<file path="src/rtl/secded_pkg.sv">
package secded_pkg;

    // Smallest p with 2^p >= dw + p + 1.
    function automatic int check_bits(input int dw);
        int p;
        p = 1;
        while ((1 << p) < dw + p + 1) p++;
        return p;
    endfunction

    function automatic logic is_pow2(input int v);
        return (v != 0) && ((v & (v - 1)) == 0);
    endfunction

    typedef enum logic [1:0] {
        EK_CLEAN     = 2'd0,
        EK_FIX_DATA  = 2'd1,
        EK_FIX_CHECK = 2'd2,
        EK_DOUBLE    = 2'd3
    } err_kind_e;

endpackage

</file>
<file path="src/rtl/secded_enc.sv">
module secded_enc #(
    parameter int DATA_W = 64,
    localparam int P_W    = secded_pkg::check_bits(DATA_W),
    localparam int CODE_W = DATA_W + P_W + 1
) (
    input  logic [DATA_W-1:0] data_i,
    output logic [CODE_W-1:0] code_o
);
    import secded_pkg::*;

    always_comb begin
        logic [CODE_W-1:0] cw;
        logic              par;
        int                j;
        cw = '0;
        j  = 0;
        // Scatter data into non-power-of-two positions.
        for (int pos = 1; pos < CODE_W; pos++) begin
            if (!is_pow2(pos)) begin
                cw[pos] = data_i[j];
                j++;
            end
        end
        // Each check bit covers positions with its index bit set.
        for (int k = 0; k < P_W; k++) begin
            par = 1'b0;
            for (int pos = 1; pos < CODE_W; pos++) begin
                if (((pos >> k) & 1) == 1) par = par ^ cw[pos];
            end
            cw[1 << k] = par;
        end
        cw[0]  = ^cw[CODE_W-1:1];
        code_o = cw;
    end

endmodule

</file>
<file path="src/rtl/secded_dec.sv">
module secded_dec #(
    parameter int DATA_W = 64,
    localparam int P_W    = secded_pkg::check_bits(DATA_W),
    localparam int CODE_W = DATA_W + P_W + 1
) (
    input  logic [CODE_W-1:0]      code_i,
    output logic [DATA_W-1:0]      data_o,
    output secded_pkg::err_kind_e  kind_o
);
    import secded_pkg::*;

    logic [P_W-1:0]    syn;
    logic              ovr;
    logic [CODE_W-1:0] fixed;

    // Syndrome: recomputed parity groups, including stored check bits.
    always_comb begin
        syn = '0;
        for (int k = 0; k < P_W; k++) begin
            for (int pos = 1; pos < CODE_W; pos++) begin
                if (((pos >> k) & 1) == 1) syn[k] = syn[k] ^ code_i[pos];
            end
        end
        ovr = ^code_i;
    end

    // Classify and repair.
    always_comb begin
        fixed  = code_i;
        kind_o = EK_CLEAN;
        if (syn == '0) begin
            kind_o = ovr ? EK_FIX_CHECK : EK_CLEAN;
        end else if (ovr && (int'(syn) < CODE_W)) begin
            fixed[syn] = ~code_i[syn];
            kind_o     = is_pow2(int'(syn)) ? EK_FIX_CHECK : EK_FIX_DATA;
        end else begin
            kind_o = EK_DOUBLE;
        end
    end

    // Gather data back from non-power-of-two positions.
    always_comb begin
        int j;
        j      = 0;
        data_o = '0;
        for (int pos = 1; pos < CODE_W; pos++) begin
            if (!is_pow2(pos)) begin
                data_o[j] = fixed[pos];
                j++;
            end
        end
    end

endmodule

</file>
<file path="src/rtl/secded_log.sv">
module secded_log #(
    parameter int ADDR_W     = 32,
    parameter int PAGE_SHIFT = 12,
    parameter int CNT_W      = 16,
    parameter int BAD_N      = 4,
    localparam int PAGE_W    = ADDR_W - PAGE_SHIFT
) (
    input  logic                    clk,
    input  logic                    rst_n,
    input  logic                    ev_valid,
    input  logic                    ev_corr,
    input  logic                    ev_uncorr,
    input  logic [ADDR_W-1:0]       ev_addr,
    input  logic                    irq_clear,
    output logic [CNT_W-1:0]        cnt_o,
    output logic [ADDR_W-1:0]       last_o,
    output logic                    irq_o,
    output logic [BAD_N*PAGE_W-1:0] pages_o,
    output logic [BAD_N-1:0]        vld_o
);

    typedef struct packed {
        logic [CNT_W-1:0]             cnt;
        logic [ADDR_W-1:0]            last;
        logic                         irq;
        logic [BAD_N-1:0][PAGE_W-1:0] pages;
        logic [BAD_N-1:0]             vld;
    } log_t;

    log_t log_d, log_q;

    logic [PAGE_W-1:0] ev_page;
    assign ev_page = ev_addr[ADDR_W-1:PAGE_SHIFT];

    always_comb begin
        logic hit;
        logic placed;
        log_d = log_q;

        if (ev_valid && ev_corr) begin
            if (log_q.cnt != {CNT_W{1'b1}}) log_d.cnt = log_q.cnt + 1'b1;
            log_d.last = ev_addr;
        end

        // Set has priority over the clear pulse.
        log_d.irq = (log_q.irq && !irq_clear) || (ev_valid && ev_uncorr);

        hit    = 1'b0;
        placed = 1'b0;
        for (int s = 0; s < BAD_N; s++) begin
            if (log_q.vld[s] && (log_q.pages[s] == ev_page)) hit = 1'b1;
        end
        if (ev_valid && ev_uncorr && !hit) begin
            for (int s = 0; s < BAD_N; s++) begin
                if (!placed && !log_q.vld[s]) begin
                    log_d.vld[s]   = 1'b1;
                    log_d.pages[s] = ev_page;
                    placed         = 1'b1;
                end
            end
        end
    end

    always_ff @(posedge clk) begin
        if (!rst_n) log_q <= '0;
        else        log_q <= log_d;
    end

    assign cnt_o   = log_q.cnt;
    assign last_o  = log_q.last;
    assign irq_o   = log_q.irq;
    assign pages_o = log_q.pages;
    assign vld_o   = log_q.vld;

endmodule

</file>
<file path="src/rtl/secded_guard.sv">
module secded_guard #(
    parameter int DATA_W     = 64,
    parameter int ADDR_W     = 32,
    parameter int PAGE_SHIFT = 12,
    parameter int CNT_W      = 16,
    parameter int BAD_N      = 4,
    localparam int CODE_W    = DATA_W + secded_pkg::check_bits(DATA_W) + 1,
    localparam int PAGE_W    = ADDR_W - PAGE_SHIFT
) (
    input  logic                    clk,
    input  logic                    rst_n,
    input  logic [DATA_W-1:0]       wr_data,
    output logic [CODE_W-1:0]       wr_code,
    input  logic                    rd_valid,
    input  logic [CODE_W-1:0]       rd_code,
    input  logic [ADDR_W-1:0]       rd_addr,
    input  logic                    irq_clear,
    output logic                    out_valid,
    output logic [DATA_W-1:0]       out_data,
    output logic                    out_corr,
    output logic                    out_uncorr,
    output logic [CNT_W-1:0]        corr_count,
    output logic [ADDR_W-1:0]       last_corr_addr,
    output logic                    irq,
    output logic [BAD_N*PAGE_W-1:0] bad_page,
    output logic [BAD_N-1:0]        bad_valid
);
    import secded_pkg::*;

    typedef struct packed {
        logic              valid;
        logic [DATA_W-1:0] data;
        logic              corr;
        logic              uncorr;
    } pipe_t;

    pipe_t             pipe_d, pipe_q;
    logic [DATA_W-1:0] dec_data;
    err_kind_e         dec_kind;
    logic              ev_corr, ev_uncorr;

    secded_enc #(.DATA_W(DATA_W)) u_enc (
        .data_i (wr_data),
        .code_o (wr_code)
    );

    secded_dec #(.DATA_W(DATA_W)) u_dec (
        .code_i (rd_code),
        .data_o (dec_data),
        .kind_o (dec_kind)
    );

    assign ev_corr   = (dec_kind == EK_FIX_DATA) || (dec_kind == EK_FIX_CHECK);
    assign ev_uncorr = (dec_kind == EK_DOUBLE);

    always_comb begin
        pipe_d        = pipe_q;
        pipe_d.valid  = rd_valid;
        pipe_d.corr   = rd_valid && ev_corr;
        pipe_d.uncorr = rd_valid && ev_uncorr;
        if (rd_valid) pipe_d.data = dec_data;
    end

    always_ff @(posedge clk) begin
        if (!rst_n) pipe_q <= '0;
        else        pipe_q <= pipe_d;
    end

    assign out_valid  = pipe_q.valid;
    assign out_data   = pipe_q.data;
    assign out_corr   = pipe_q.corr;
    assign out_uncorr = pipe_q.uncorr;

    secded_log #(
        .ADDR_W     (ADDR_W),
        .PAGE_SHIFT (PAGE_SHIFT),
        .CNT_W      (CNT_W),
        .BAD_N      (BAD_N)
    ) u_log (
        .clk       (clk),
        .rst_n     (rst_n),
        .ev_valid  (rd_valid),
        .ev_corr   (ev_corr),
        .ev_uncorr (ev_uncorr),
        .ev_addr   (rd_addr),
        .irq_clear (irq_clear),
        .cnt_o     (corr_count),
        .last_o    (last_corr_addr),
        .irq_o     (irq),
        .pages_o   (bad_page),
        .vld_o     (bad_valid)
    );

endmodule

</file>
<file path="config.mk">
export PLATFORM = sky130hd
export DESIGN_NAME = secded_guard
export DESIGN_NICKNAME = d
export VERILOG_FILES = /design/src/rtl/secded_pkg.sv /design/src/rtl/secded_enc.sv /design/src/rtl/secded_dec.sv /design/src/rtl/secded_log.sv /design/src/rtl/secded_guard.sv
export SDC_FILE = /design/constraint.sdc
export NUM_CORES = 1
export LEC_CHECK = 0
export ABC_CLOCK_PERIOD_IN_PS = 10100
export BUFFER_PORTS_ARGS = -buffer_cell sky130_fd_sc_hd__clkbuf_2
export CAP_MARGIN = 10
export CORE_MARGIN = 1.5
export CORE_UTILIZATION = 30
export CTS_CLUSTER_DIAMETER = 200
export DETAILED_ROUTE_END_ITERATION = 10
export PLACE_DENSITY = 0.63
export SYNTH_ARGS = -nofsm -noshare
export SYNTH_HDL_FRONTEND = slang
export SYNTH_HIERARCHICAL = 1
export SYNTH_SLANG_ARGS = --single-unit
</file>
<file path="constraint.sdc">
create_clock -name clk -period 10.1 [get_ports clk]
set_clock_uncertainty 0.1 [all_clocks]
set_input_delay 1.01 -clock clk [delete_from_list [all_inputs] [get_ports clk]]
set_output_delay 1.01 -clock clk [all_outputs]
set_load 0.01 [all_outputs]
</file>
==> metrics.csv <==
stage,metric,value,unit
run_status,outcome,completed,
power_and_ir_drop,Max VDD drop,0.000182,V
worst_setup_path,startpoint types,primary input,
sta,Fmax,137,MHz
logic_synthesis,Syn Inst Count,1540,
logic_synthesis,multiplexer area fraction after synthesis,0.134,
logic_synthesis,post-synthesis register bit count,200,
route,first drt pass iteration count,5,
global_route,initial antenna violation count,1,
sta,Slew Limit Headroom,0.196,
global_route,vias in the first global route,11700,
global_route,All-Layer GR Usage,0.199,
power_and_ir_drop,total power,0.00517,W
placement,pre-CTS setup slack,2.39,ns
layout,nets@finish,2021,
cts,CTS root buffer,clkbuf_16,
layout,synthesis-to-finish area growth,17.9,%
cts,Num CTS Buffers,17,
placement,Detailed Place HPWL,38000,um
worst_setup_path,Worst path max stage delay,0.93,ns
logic_synthesis,post-synthesis sequential area ratio,0.286,
sta,# setup viols final,0,
logic_synthesis,largest family of logic cells by synthesized area,XOR/XNOR gates,
worst_setup_path,arrival time at the worst endpoint,7.61,ns
placement,PortBufs,443,
sta,"Hold Violations, Final",0,
power_and_ir_drop,power density cells,313,nW/um2
sta,Final period util,0.725,
sta,Final WS setup,2.78,ns
placement,routability cong.,0.971,
die,row count,78,
logic_synthesis,syn_nets,1714,
placement,placed inst area,15900,um2
power_and_ir_drop,leakage,7.43,nW
worst_setup_path,Critical Path RT,10.39,ns
route,# DRC,0,
die,Die Wd,219,um
hold_path,Hold WC Path Type,reg -> reg,
route,WL final,49500,um
cts,setup repair bufs after CTS,0,
logic_synthesis,Mean Syn Cell Area,9.08,um2
global_route,gr ovfl total,0,
logic_synthesis,top-count cell post-synth,nand2_1,
logic_synthesis,Synth top cells by count,"226 x nand2_1, 224 x xnor2_1, 200 x dfxtp_1",
logic_synthesis,compound-gate portion of the synthesized area,0.0936,
route,drt wl/cell,20.1,um
cts,TritonCTS clock tree,yes,
route,via count,12400,
layout,fin area,16500,um2
logic_synthesis,Post-Syn Area,14000,um2
logic_synthesis,number of flops mapped to enable cells by yosys,0,
sta,Final Max Tran Viols,0,
cts,latest clock arrival within the worst-skew pair,0.49,ns
cts,Post-CTS Resized,0,
cts,CTS sink count,200,
cts,Post-CTS Hold Buffers,0,
logic_synthesis,Post-Synth XOR/XNOR Area,0.250,
worst_setup_path,"Cell Chain, Critical Path","clkbuf_2, xnor2_1, xnor3_2, xnor2_4, xnor3_2, xnor2_2, nor3_1, clkbuf_2, a32o_1, a2111oi_0, a221oi_1, ha_1, nand2_2, nor4b_1, nand2_1, xnor2_1, and2_1",
die,Die ar.,47900,um2
route,initial DRC count,1083,
die,DIE HEIGHT,219,um
layout,layout cells sized above 1,0.288,
die,io pins,444,
worst_setup_path,cell family with most CP delay,XOR/XNOR gates,
logic_synthesis,synth unique cells,69,
worst_setup_path,Worst Path Buf+Inv,2,
cts,"Reg clk slew, reported paths",0.08,ns
sta,RSZ-0062 raised after global routing,false,
global_route,pin count of the biggest net entering global routing,120,
worst_setup_path,CP max stage cell,nor4b_1,
flow_run,MaxCap Viol Count,0,
sta,crit path time final,7.32,ns
worst_setup_path,critical-path maximum fanout,37,
logic_synthesis,post-synthesis adder-cell area fraction,0.00179,
logic_synthesis,Yosys warnings,6,
layout,antenna cells,0,
die,Core Footprint,45700,um2
route,Via density,5.03,
worst_setup_path,critical path type,in -> reg,
sta,Worst-Margin Slew,1.20,ns
logic_synthesis,synth top area cells,"dfxtp_1 29%, xnor2_1 14%, mux2i_1 11%",
logic_synthesis,ys flop type,dfxtp_1,
logic_synthesis,Synth area leader,dfxtp_1,
global_route,first-pass GRT wire length,71700,um
cts,clock tree buffer depth,2,
logic_synthesis,post-synth top area share,0.286,
cts,H-tree lvl count,4,
worst_setup_path,Worst Setup End Kind,register,
route,Routed Antenna Nets,0,
die,Starting Density,0.306,
logic_synthesis,post-synthesis async set-or-reset flop share,0,
logic_synthesis,simple-gate share of the synthesized area,0.153,
sta,Final TNS setup,0,ns
-- flip-flops by register name, indices dropped and copies added (netlist names) --
register,flops
out_data,64
out_uncorr,1
u_log/vld_o,4
out_corr,1
u_log/last_o,32
u_log/cnt_o,16
u_log/pages_o,80
u_log/irq_o,1
out_valid,1
-- where the power goes --
part / leakage, nW / total (W) / internal (W) / switching (W)
Sequential: 1.63 / 0.000970 / 0.000891 / 0.0000784
Clock: 0.265 / 0.000682 / 0.000329 / 0.000353
Combinational: 5.53 / 0.00352 / 0.00121 / 0.00231
Total: 7.43 / 0.00517 / 0.00243 / 0.00274
-- metal layers --
metal  vias up  share of wire  GRT usage
li1       5790              -          -
met1      5927           0.42      0.248
met2       581           0.47      0.323
met3        64          0.087     0.0557
met4         2          0.028     0.0790
met5         -        0.00026          0
-- layout make-up --
class	count	area, um2
clock buffers	19	443
multi-input cells	1167	8850
inverters	7	26.3
flip-flops and latches	200	4000
well taps	600	751
clock inverters	13	114
repair buffers	454	2310
fillers	4709	29200
-- per-stage QoR --
| step | util | hold WS (ns) | std cells |
|---|---|---|---|
| after floorplan | - | 0.388 | 1540 |
| after global placement | 0.349 | 0.354 | 2427 |
| after detailed placement | 0.349 | 0.360 | 2427 |
| after CTS | 0.361 | 0.371 | 2459 |
| after global routing | 0.361 | 0.379 | 2460 |
| final | 0.361 | 0.365 | 2460 |
-- path summary, 6_finish.rpt --
path,start,slack [ns],to,depth (start not counted)
max reg2reg,u_log/pages_o[77],6.98,u_log/pages_o[20],7
max,rd_code[7],2.78,u_log/cnt_o[12],17
min reg2reg,u_log/last_o[15],0.36,u_log/last_o[15],2
min,u_log/last_o[15],0.36,u_log/last_o[15],2
-- cells in the final DEF, fill, tap and decap left out, types with 4 or more instances in the layout --
| master | count |
|---|---|
| xnor3_2 | 6 |
| mux2i_1 | 152 |
| a2111oi_0 | 4 |
| o41ai_1 | 4 |
| clkbuf_2 | 442 |
| a21boi_0 | 36 |
| mux2_2 | 17 |
| xnor3_1 | 19 |
| a211oi_1 | 4 |
| nor3_1 | 9 |
| buf_4 | 11 |
| and2_1 | 20 |
| o211ai_1 | 4 |
| o21ai_0 | 14 |
| and3_1 | 6 |
| mux4_2 | 7 |
| clkbuf_16 | 17 |
| xnor2_2 | 7 |
| inv_8 | 5 |
| nor4_1 | 25 |
| clkinvlp_4 | 4 |
| xnor2_1 | 224 |
| xor2_1 | 88 |
| a21oi_1 | 65 |
| inv_1 | 7 |
| nor2_1 | 38 |
| nor4b_1 | 5 |
| nor2b_1 | 72 |
| a31oi_1 | 30 |
| dfxtp_1 | 200 |
| nand3_1 | 15 |
| nand2_1 | 225 |
| nand4_1 | 17 |
-- worst register-to-register path: stages, from the launching register on --
cell,delay (ns)
dfxtp_1,0.34
xnor2_1,0.38
nand4_1,0.30
nor4_1,0.49
a41oi_2,0.27
nand4b_1,0.54
buf_4,0.39
mux2i_1,0.24
-- kinds of logic after synthesis --
| kind of cell | after synthesis |
|---|---|
| fa+ha+maj | 2 |
| simple gates | 446 |
| xor+xnor | 348 |
| flops | 200 |
| compound gates | 195 |
| buf+inv | 173 |
| mux | 176 |
Note: power is estimated with default switching activity, not from simulation.
